**config.mk**
```make
export PLATFORM = sky130hd
export DESIGN_NAME = zt_sram
export DESIGN_NICKNAME = d
export VERILOG_FILES = /design/src/rtl/zt_pkg.sv /design/src/rtl/zt_cmd.sv /design/src/rtl/zt_stage.sv /design/src/rtl/zt_lanes.sv /design/src/rtl/zt_sram.sv
export SDC_FILE = /design/constraint.sdc
export NUM_CORES = 2
export LEC_CHECK = 0
export CORE_UTILIZATION = 45
export DETAILED_ROUTE_END_ITERATION = 8
export DONT_BUFFER_PORTS = 1
export MAX_ROUTING_LAYER = met4
export SLEW_MARGIN = 20
export SYNTH_ARGS = -nofsm -noshare
export SYNTH_HDL_FRONTEND = slang
export SYNTH_SLANG_ARGS = --single-unit
```
**constraint.sdc**
```tcl
create_clock -name clk -period 2.4 [get_ports clk]
set_input_delay 0.48 -clock clk [delete_from_list [all_inputs] [get_ports clk]]
set_output_delay 0.48 -clock clk [all_outputs]
set_load 0.05 [all_outputs]
```
**src/rtl/zt_pkg.sv**
```systemverilog
package zt_pkg;

  typedef enum logic {
    ORD_LINEAR = 1'b0,
    ORD_XOR    = 1'b1
  } order_e;

  // Low address bits for a given beat of a four-beat burst.
  function automatic logic [1:0] beat_low(input logic [1:0] base,
                                          input logic [1:0] cnt,
                                          input order_e     ord);
    if (ord == ORD_XOR) beat_low = base ^ cnt;
    else                beat_low = base + cnt;
  endfunction

endpackage

```
**src/rtl/zt_cmd.sv**
```systemverilog
module zt_cmd #(
  parameter int AW    = 6,
  parameter int LANES = 4
) (
  input  logic               clk,
  input  logic               rst_n,
  input  logic               cke,
  input  logic               ld_n,
  input  logic               wr_req,
  input  logic               sel_ok,
  input  logic [AW-1:0]      addr,
  input  logic [LANES-1:0]   lane_en,
  input  zt_pkg::order_e     ord,
  output logic               s1_vld,
  output logic               s1_wr,
  output logic [AW-1:0]      s1_addr,
  output logic [LANES-1:0]   s1_be,
  output logic               b_act
);
  localparam int UW = AW - 2;

  logic          b_wr, n_act, n_wr;
  logic [UW-1:0] b_up, n_up;
  logic [1:0]    b_base, b_cnt, n_base, n_cnt, cnt_inc;
  logic          o_vld, o_wr;
  logic [AW-1:0] o_addr;
  logic [LANES-1:0] o_be;

  assign cnt_inc = b_cnt + 2'd1;

  always_comb begin
    n_act  = b_act;
    n_wr   = b_wr;
    n_up   = b_up;
    n_base = b_base;
    n_cnt  = b_cnt;
    o_vld  = 1'b0;
    o_wr   = b_wr;
    o_addr = {b_up, zt_pkg::beat_low(b_base, cnt_inc, ord)};
    if (!ld_n) begin
      if (sel_ok) begin
        n_act  = 1'b1;
        n_wr   = wr_req;
        n_up   = addr[AW-1:2];
        n_base = addr[1:0];
        n_cnt  = 2'd0;
        o_vld  = 1'b1;
        o_wr   = wr_req;
        o_addr = addr;
      end else begin
        n_act  = 1'b0;
      end
    end else if (b_act) begin
      n_cnt = cnt_inc;
      o_vld = 1'b1;
    end
    o_be = o_wr ? lane_en : '0;
  end

  always_ff @(posedge clk or negedge rst_n) begin
    if (!rst_n) begin
      b_act   <= 1'b0;
      b_wr    <= 1'b0;
      b_up    <= '0;
      b_base  <= '0;
      b_cnt   <= '0;
      s1_vld  <= 1'b0;
      s1_wr   <= 1'b0;
      s1_addr <= '0;
      s1_be   <= '0;
    end else if (cke) begin
      b_act   <= n_act;
      b_wr    <= n_wr;
      b_up    <= n_up;
      b_base  <= n_base;
      b_cnt   <= n_cnt;
      s1_vld  <= o_vld;
      s1_wr   <= o_wr;
      s1_addr <= o_addr;
      s1_be   <= o_be;
    end
  end

endmodule

```
**src/rtl/zt_stage.sv**
```systemverilog
module zt_stage #(
  parameter int W = 8
) (
  input  logic         clk,
  input  logic         rst_n,
  input  logic         cke,
  input  logic [W-1:0] d,
  output logic [W-1:0] q
);
  always_ff @(posedge clk or negedge rst_n) begin
    if (!rst_n)   q <= '0;
    else if (cke) q <= d;
  end
endmodule

```
**src/rtl/zt_lanes.sv**
```systemverilog
module zt_lanes #(
  parameter int AW     = 6,
  parameter int LANES  = 4,
  parameter int LANE_W = 9
) (
  input  logic                    clk,
  input  logic                    rst_n,
  input  logic                    cke,
  input  logic                    vld,
  input  logic                    wr,
  input  logic [AW-1:0]           addr,
  input  logic [LANES-1:0]        be,
  input  logic [LANES*LANE_W-1:0] wdata,
  output logic [LANES*LANE_W-1:0] rdata,
  output logic                    drv
);
  localparam int DEPTH = 1 << AW;

  logic go_wr, go_rd, drv_n;

  assign go_wr = cke & vld & wr;
  assign go_rd = cke & vld & ~wr;
  assign drv_n = vld & ~wr;

  for (genvar g = 0; g < LANES; g++) begin : g_lane
    logic [LANE_W-1:0] mem [DEPTH];
    logic [LANE_W-1:0] rd_q;

    always_ff @(posedge clk) begin
      if (go_wr && be[g]) mem[addr] <= wdata[g*LANE_W +: LANE_W];
    end

    always_ff @(posedge clk or negedge rst_n) begin
      if (!rst_n)     rd_q <= '0;
      else if (go_rd) rd_q <= mem[addr];
    end

    assign rdata[g*LANE_W +: LANE_W] = rd_q;
  end

  always_ff @(posedge clk or negedge rst_n) begin
    if (!rst_n)   drv <= 1'b0;
    else if (cke) drv <= drv_n;
  end

endmodule

```
**src/rtl/zt_sram.sv**
```systemverilog
module zt_sram #(
  parameter int AW     = 6,
  parameter int LANES  = 4,
  parameter int LANE_W = 9
) (
  input  logic                    clk,
  input  logic                    rst_n,
  input  logic [AW-1:0]           addr,
  input  logic                    wr_n,
  input  logic                    adv_ld,
  input  logic                    sel1_n,
  input  logic                    sel2,
  input  logic                    sel3_n,
  input  logic                    cke_n,
  input  logic [LANES-1:0]        bsel_n,
  input  logic                    oe_n,
  input  logic                    burst_il,
  input  logic [LANES*LANE_W-1:0] wdata,
  output logic [LANES*LANE_W-1:0] rdata,
  output logic                    rdrive
);
  localparam int DW = LANES * LANE_W;
  localparam int SW = 2 + AW + LANES;

  logic             cke, sel_ok, b_act, drv_q;
  logic             s1_vld, s1_wr, s2_vld, s2_wr;
  logic [AW-1:0]    s1_addr, s2_addr;
  logic [LANES-1:0] s1_be, s2_be;
  logic [SW-1:0]    s1_bus, s2_bus;

  assign cke    = ~cke_n;
  assign sel_ok = ~sel1_n & sel2 & ~sel3_n;

  zt_cmd #(.AW(AW), .LANES(LANES)) u_cmd (
    .clk     (clk),
    .rst_n   (rst_n),
    .cke     (cke),
    .ld_n    (adv_ld),
    .wr_req  (~wr_n),
    .sel_ok  (sel_ok),
    .addr    (addr),
    .lane_en (~bsel_n),
    .ord     (zt_pkg::order_e'(burst_il)),
    .s1_vld  (s1_vld),
    .s1_wr   (s1_wr),
    .s1_addr (s1_addr),
    .s1_be   (s1_be),
    .b_act   (b_act)
  );

  assign s1_bus = {s1_vld, s1_wr, s1_addr, s1_be};

  zt_stage #(.W(SW)) u_stage (
    .clk   (clk),
    .rst_n (rst_n),
    .cke   (cke),
    .d     (s1_bus),
    .q     (s2_bus)
  );

  assign {s2_vld, s2_wr, s2_addr, s2_be} = s2_bus;

  zt_lanes #(.AW(AW), .LANES(LANES), .LANE_W(LANE_W)) u_lanes (
    .clk   (clk),
    .rst_n (rst_n),
    .cke   (cke),
    .vld   (s2_vld),
    .wr    (s2_wr),
    .addr  (s2_addr),
    .be    (s2_be),
    .wdata (wdata),
    .rdata (rdata),
    .drv   (drv_q)
  );

  assign rdrive = drv_q & ~oe_n;

endmodule

```
==> impl_metrics.env <==
export IMPL_status="finished with violations"
export IMPL_failing_checks="setup timing"
export IMPL_power_per_cell_area_nw_per_um2=1024
export IMPL_synth_area_top_cells="edfxtp_1, mux4_2, mux2i_1, a221oi_1, dfrtp_1"
export IMPL_syn_avg_cell_area_um2=18.13
export IMPL_layout_filler_cells=14800
export IMPL_tritoncts_num_buffers=229
export IMPL_min_path_cells=3
export IMPL_critical_path_slowest_cell="mux4_2"
export IMPL_timing_worst_slew_pin_value_ns=0.8508
export IMPL_yosys_area_share_simple_pct=3.280
export IMPL_timing_hold_ws_ns=0.1023
export IMPL_cp_slowest_stage_delay_ns=0.55
export IMPL_globalplace_congestion=0.9177
export IMPL_post_synth_top_count_cell="edfxtp_1"
export IMPL_synth_yosys_seq_area_share_pct=77.14
export IMPL_met3_global_route_usage_pct=5.445
export IMPL_netlist_instances=5073
export IMPL_design_die_area_um2=206200
export IMPL_drt_antenna_violating_nets=0
export IMPL_vdd_drop_max_mv=0.9148
export IMPL_clock_tree_buffer_depth=3
export IMPL_synth_commonest_cells="edfxtp_1, nor2_1, mux2i_1"
export IMPL_final_instance_count_excl_fill=9089
export IMPL_grt_ovfl_total=0
export IMPL_synth_top_family_by_area="multiplexers"
export IMPL_die_width_um=454.1
export IMPL_first_global_vias=54720
export IMPL_clk_insertion_delay_late_ns=0.91
export IMPL_ys_types=70
export IMPL_synth_async_sr_flop_share_pct=2.949
export IMPL_final_setup_skew_ns=0.06121
export IMPL_leakage_nw=39.25
export IMPL_cts_num_sinks=2374
export IMPL_io_buffer_count=0
export IMPL_synthesis_nets=5130
export IMPL_cp_num_cells=7
export IMPL_synthAdderAreaFrac_pct=0.01361
export IMPL_largest_net_degree_at_the_start_of_global_routing=71
export IMPL_worstRegToRegCells=7
export IMPL_setup_violations=580
export IMPL_synth_cell_area_um2=91970
export IMPL_worstPathArrival_ns=3.44
export IMPL_synth_xor_area_share_pct=0.02857
export IMPL_worst_slew_margin_pct=43.28
export IMPL_globalRouteTotalUtil_pct=30.21
export IMPL_finish_instance_area_um2=118000
export IMPL_timing_critical_path_buf_inv=2
export IMPL_worst_path_max_fanout=8
export IMPL_synth_top_cell_area_share_pct=75.23
export IMPL_layout_area_overhead_vs_synth_pct=28.34
export IMPL_placedInstanceArea_um2=103700
export IMPL_fp_dieH_um=454.1
export IMPL_share_of_the_synthesized_area_in_compound_gates_ao_oa_aoi_oai_pct=7.774
export IMPL_hpwlAfterDp_mm=195.4
export IMPL_cts_root_buf="clkbuf_16"
export IMPL_place_inst=8387
export IMPL_post_route_cells_drive_above_1_share_pct=35.07
export IMPL_timing_max_cap_violations=0
export IMPL_dp_slack_ns=-0.8853
export IMPL_ys_seq_elements=2374
export IMPL_ys_dominant_reg_cell="edfxtp_1"
export IMPL_synthesis_yosys_warnings=0
export IMPL_finalCoreUtilization_pct=58.28
export IMPL_cts_reportedPaths_clkPinSlew_ns=0.06
export IMPL_cts_tree="done"
export IMPL_final_max_slew_viol_count=0
export IMPL_endpoint_required_time_on_the_critical_path_ns=3.18
export IMPL_drc=0
export IMPL_cp_start_kind="flip-flop"
export IMPL_worst_hold_path_type="primary input to flip-flop"
export IMPL_dr_total_vias=57260
export IMPL_met2_usage_pct=45.18
export IMPL_antenna_found_initial=7
export IMPL_number_of_enable_type_register_cells_in_the_synthesized_netlist=2304
export IMPL_num_nets_final=6270
export IMPL_vias_per_cell=6.300
export IMPL_final_hold_violation_count=0
export IMPL_grt_busiest_layer="met2"
export IMPL_synthDominantAreaCellType="edfxtp_1"
export IMPL_rows=165
export IMPL_drt_pass_1_iters=6
export IMPL_routed_wire_length_per_instance_um=33.93
export IMPL_core_region_area_um2=202500
export IMPL_finalWorstSetupSlack_ns=-0.2580
export IMPL_period_minus_slack_ns=2.658
export IMPL_setup_total_negative_slack_ns=-32.58
export IMPL_postRouteWirelength_mm=308.4
export IMPL_power_total_mw=120.9
export IMPL_first_iter_violations=8519
export IMPL_cts_htree_levels=4
export IMPL_initial_util_pct=45.41
export IMPL_io_pin_count=93
export IMPL_post_synth_mux_area_share_pct=9.672
export IMPL_timing_fmax_ghz=0.3762
export IMPL_period_share_pct=110.7
export IMPL_global_route_wire_length_before_repair_mm=424.2
export IMPL_use_met1_pct=41.22
export IMPL_critical_path_cell_chain="buf_12, buf_16, mux4_2, a22o_1, a22oi_2, nand4_1, o32a_1"
export IMPL_timing_critical_path_to_type="flip-flop"
export IMPL_critical_path_top_delay_family="compound AO/OA/AOI/OAI gates"
export IMPL_critical_path_class="flip-flop to flip-flop"
export IMPL_rsz_0062_raised_after_global_routing="yes"
-- timing repair --
| item | CTS | global route |
|---|---|---|
| gates resized for setup | 422 | 394 |
| hold buffers | 100 | 0 |
| gates cloned | 33 | 23 |
| setup endpoints to repair | 1477 | 1235 |
| endpoints found under the hold margin | 2412 | 0 |
| setup buffers | 78 | 43 |
| pin swaps | 75 | 103 |
-- report_power, final --
group,switching [mW],leakage [nW],internal [mW],total [mW]
registers,2.09,21.5,45.8,47.9
clock network,15.9,3.70,20.6,36.5
logic,20.2,14.0,16.3,36.5
total,38.2,39.3,82.7,121
-- worst paths after layout --
check / start / endpoint / slack [ns]
worst max-delay path: u_stage.q[4] / u_lanes.g_lane[1].rd_q[0] / -0.26
worst min-delay path: cke_n / u_lanes.drv / 0.10
worst max register to register: u_stage.q[4] / u_lanes.g_lane[1].rd_q[0] / -0.26
worst min register to register: u_lanes.drv / u_lanes.drv / 0.47
max in group asynchronous: rst_n / u_lanes.g_lane[1].rd_q[1] / 1.71
min in group asynchronous: rst_n / u_cmd.b_base[1] / 0.12
-- state kept, by name (all words and copies together), names as in the netlist --
signal,flops
u_cmd.s1_addr,6
u_stage.q,12
u_cmd.s1_vld,1
u_cmd.b_base,2
u_lanes.g_lane.rd_q,36
u_cmd.s1_wr,1
u_cmd.s1_be,4
u_cmd.b_act,1
u_cmd.b_cnt,2
u_lanes.drv,1
u_lanes.g_lane.mem,2304
u_cmd.b_up,4
-- placed cells by master (no fill, tap or decap), drive strengths merged, types with 15 or more instances in the layout --
cell         count
nor3            23
o22a            17
a221oi         297
edfxtp        2304
a22o            21
a21oi           96
nand2          179
inv             15
dlygate4sd3     62
a22oi          185
mux2i          364
o22ai           98
clkinv         106
o32a            19
mux4           182
o211ai          16
clkbuf         290
nor2           411
bufinv          24
o21ai          114
buf           1185
mux2           102
a31oi           31
dfrtp           70
nand3           40
-- layer usage --
| metal | vias up | part of all wire [%] |
|---|---|---|
| li1 | 23090 | - |
| met3 | 676 | 11 |
| met5 | - | 0 |
| met2 | 3754 | 46 |
| met4 | 0 | 4.7 |
| met1 | 29740 | 39 |
-- cell families (layout without fill, tap and decap cells) --
logic type | count (synthesis) | after routing
AO/OA/AOI/OAI | 965 | 965
XOR/XNOR | 3 | 3
adder cells (fa/ha/maj) | 1 | 1
buffers and inverters | 358 | 1696
flip-flops | 2374 | 2374
multiplexers | 648 | 648
other | 0 | 5
AND/OR/NAND/NOR | 724 | 725
-- worst min-delay path, cell delays in order --
cell,delay (ns)
or3b_2,0.12
buf_12,0.27
nand2_1,0.08
-- layout make-up --
cell class / instances / area [um2] / share of cell area (%)
Sequential cell: 2374 / 70950 / 60.12
Multi-Input combinational cell: 2342 / 21560 / 18.26
Inverter: 6 / 33.78 / 0.02862
Timing Repair Buffer: 1260 / 14580 / 12.35
Clock buffer: 282 / 6071 / 5.144
Tap cell: 2672 / 3343 / 2.833
Antenna cell: 5 / 12.51 / 0.01060
Clock inverter: 148 / 1483 / 1.256
(Power assumes the default switching activity.)
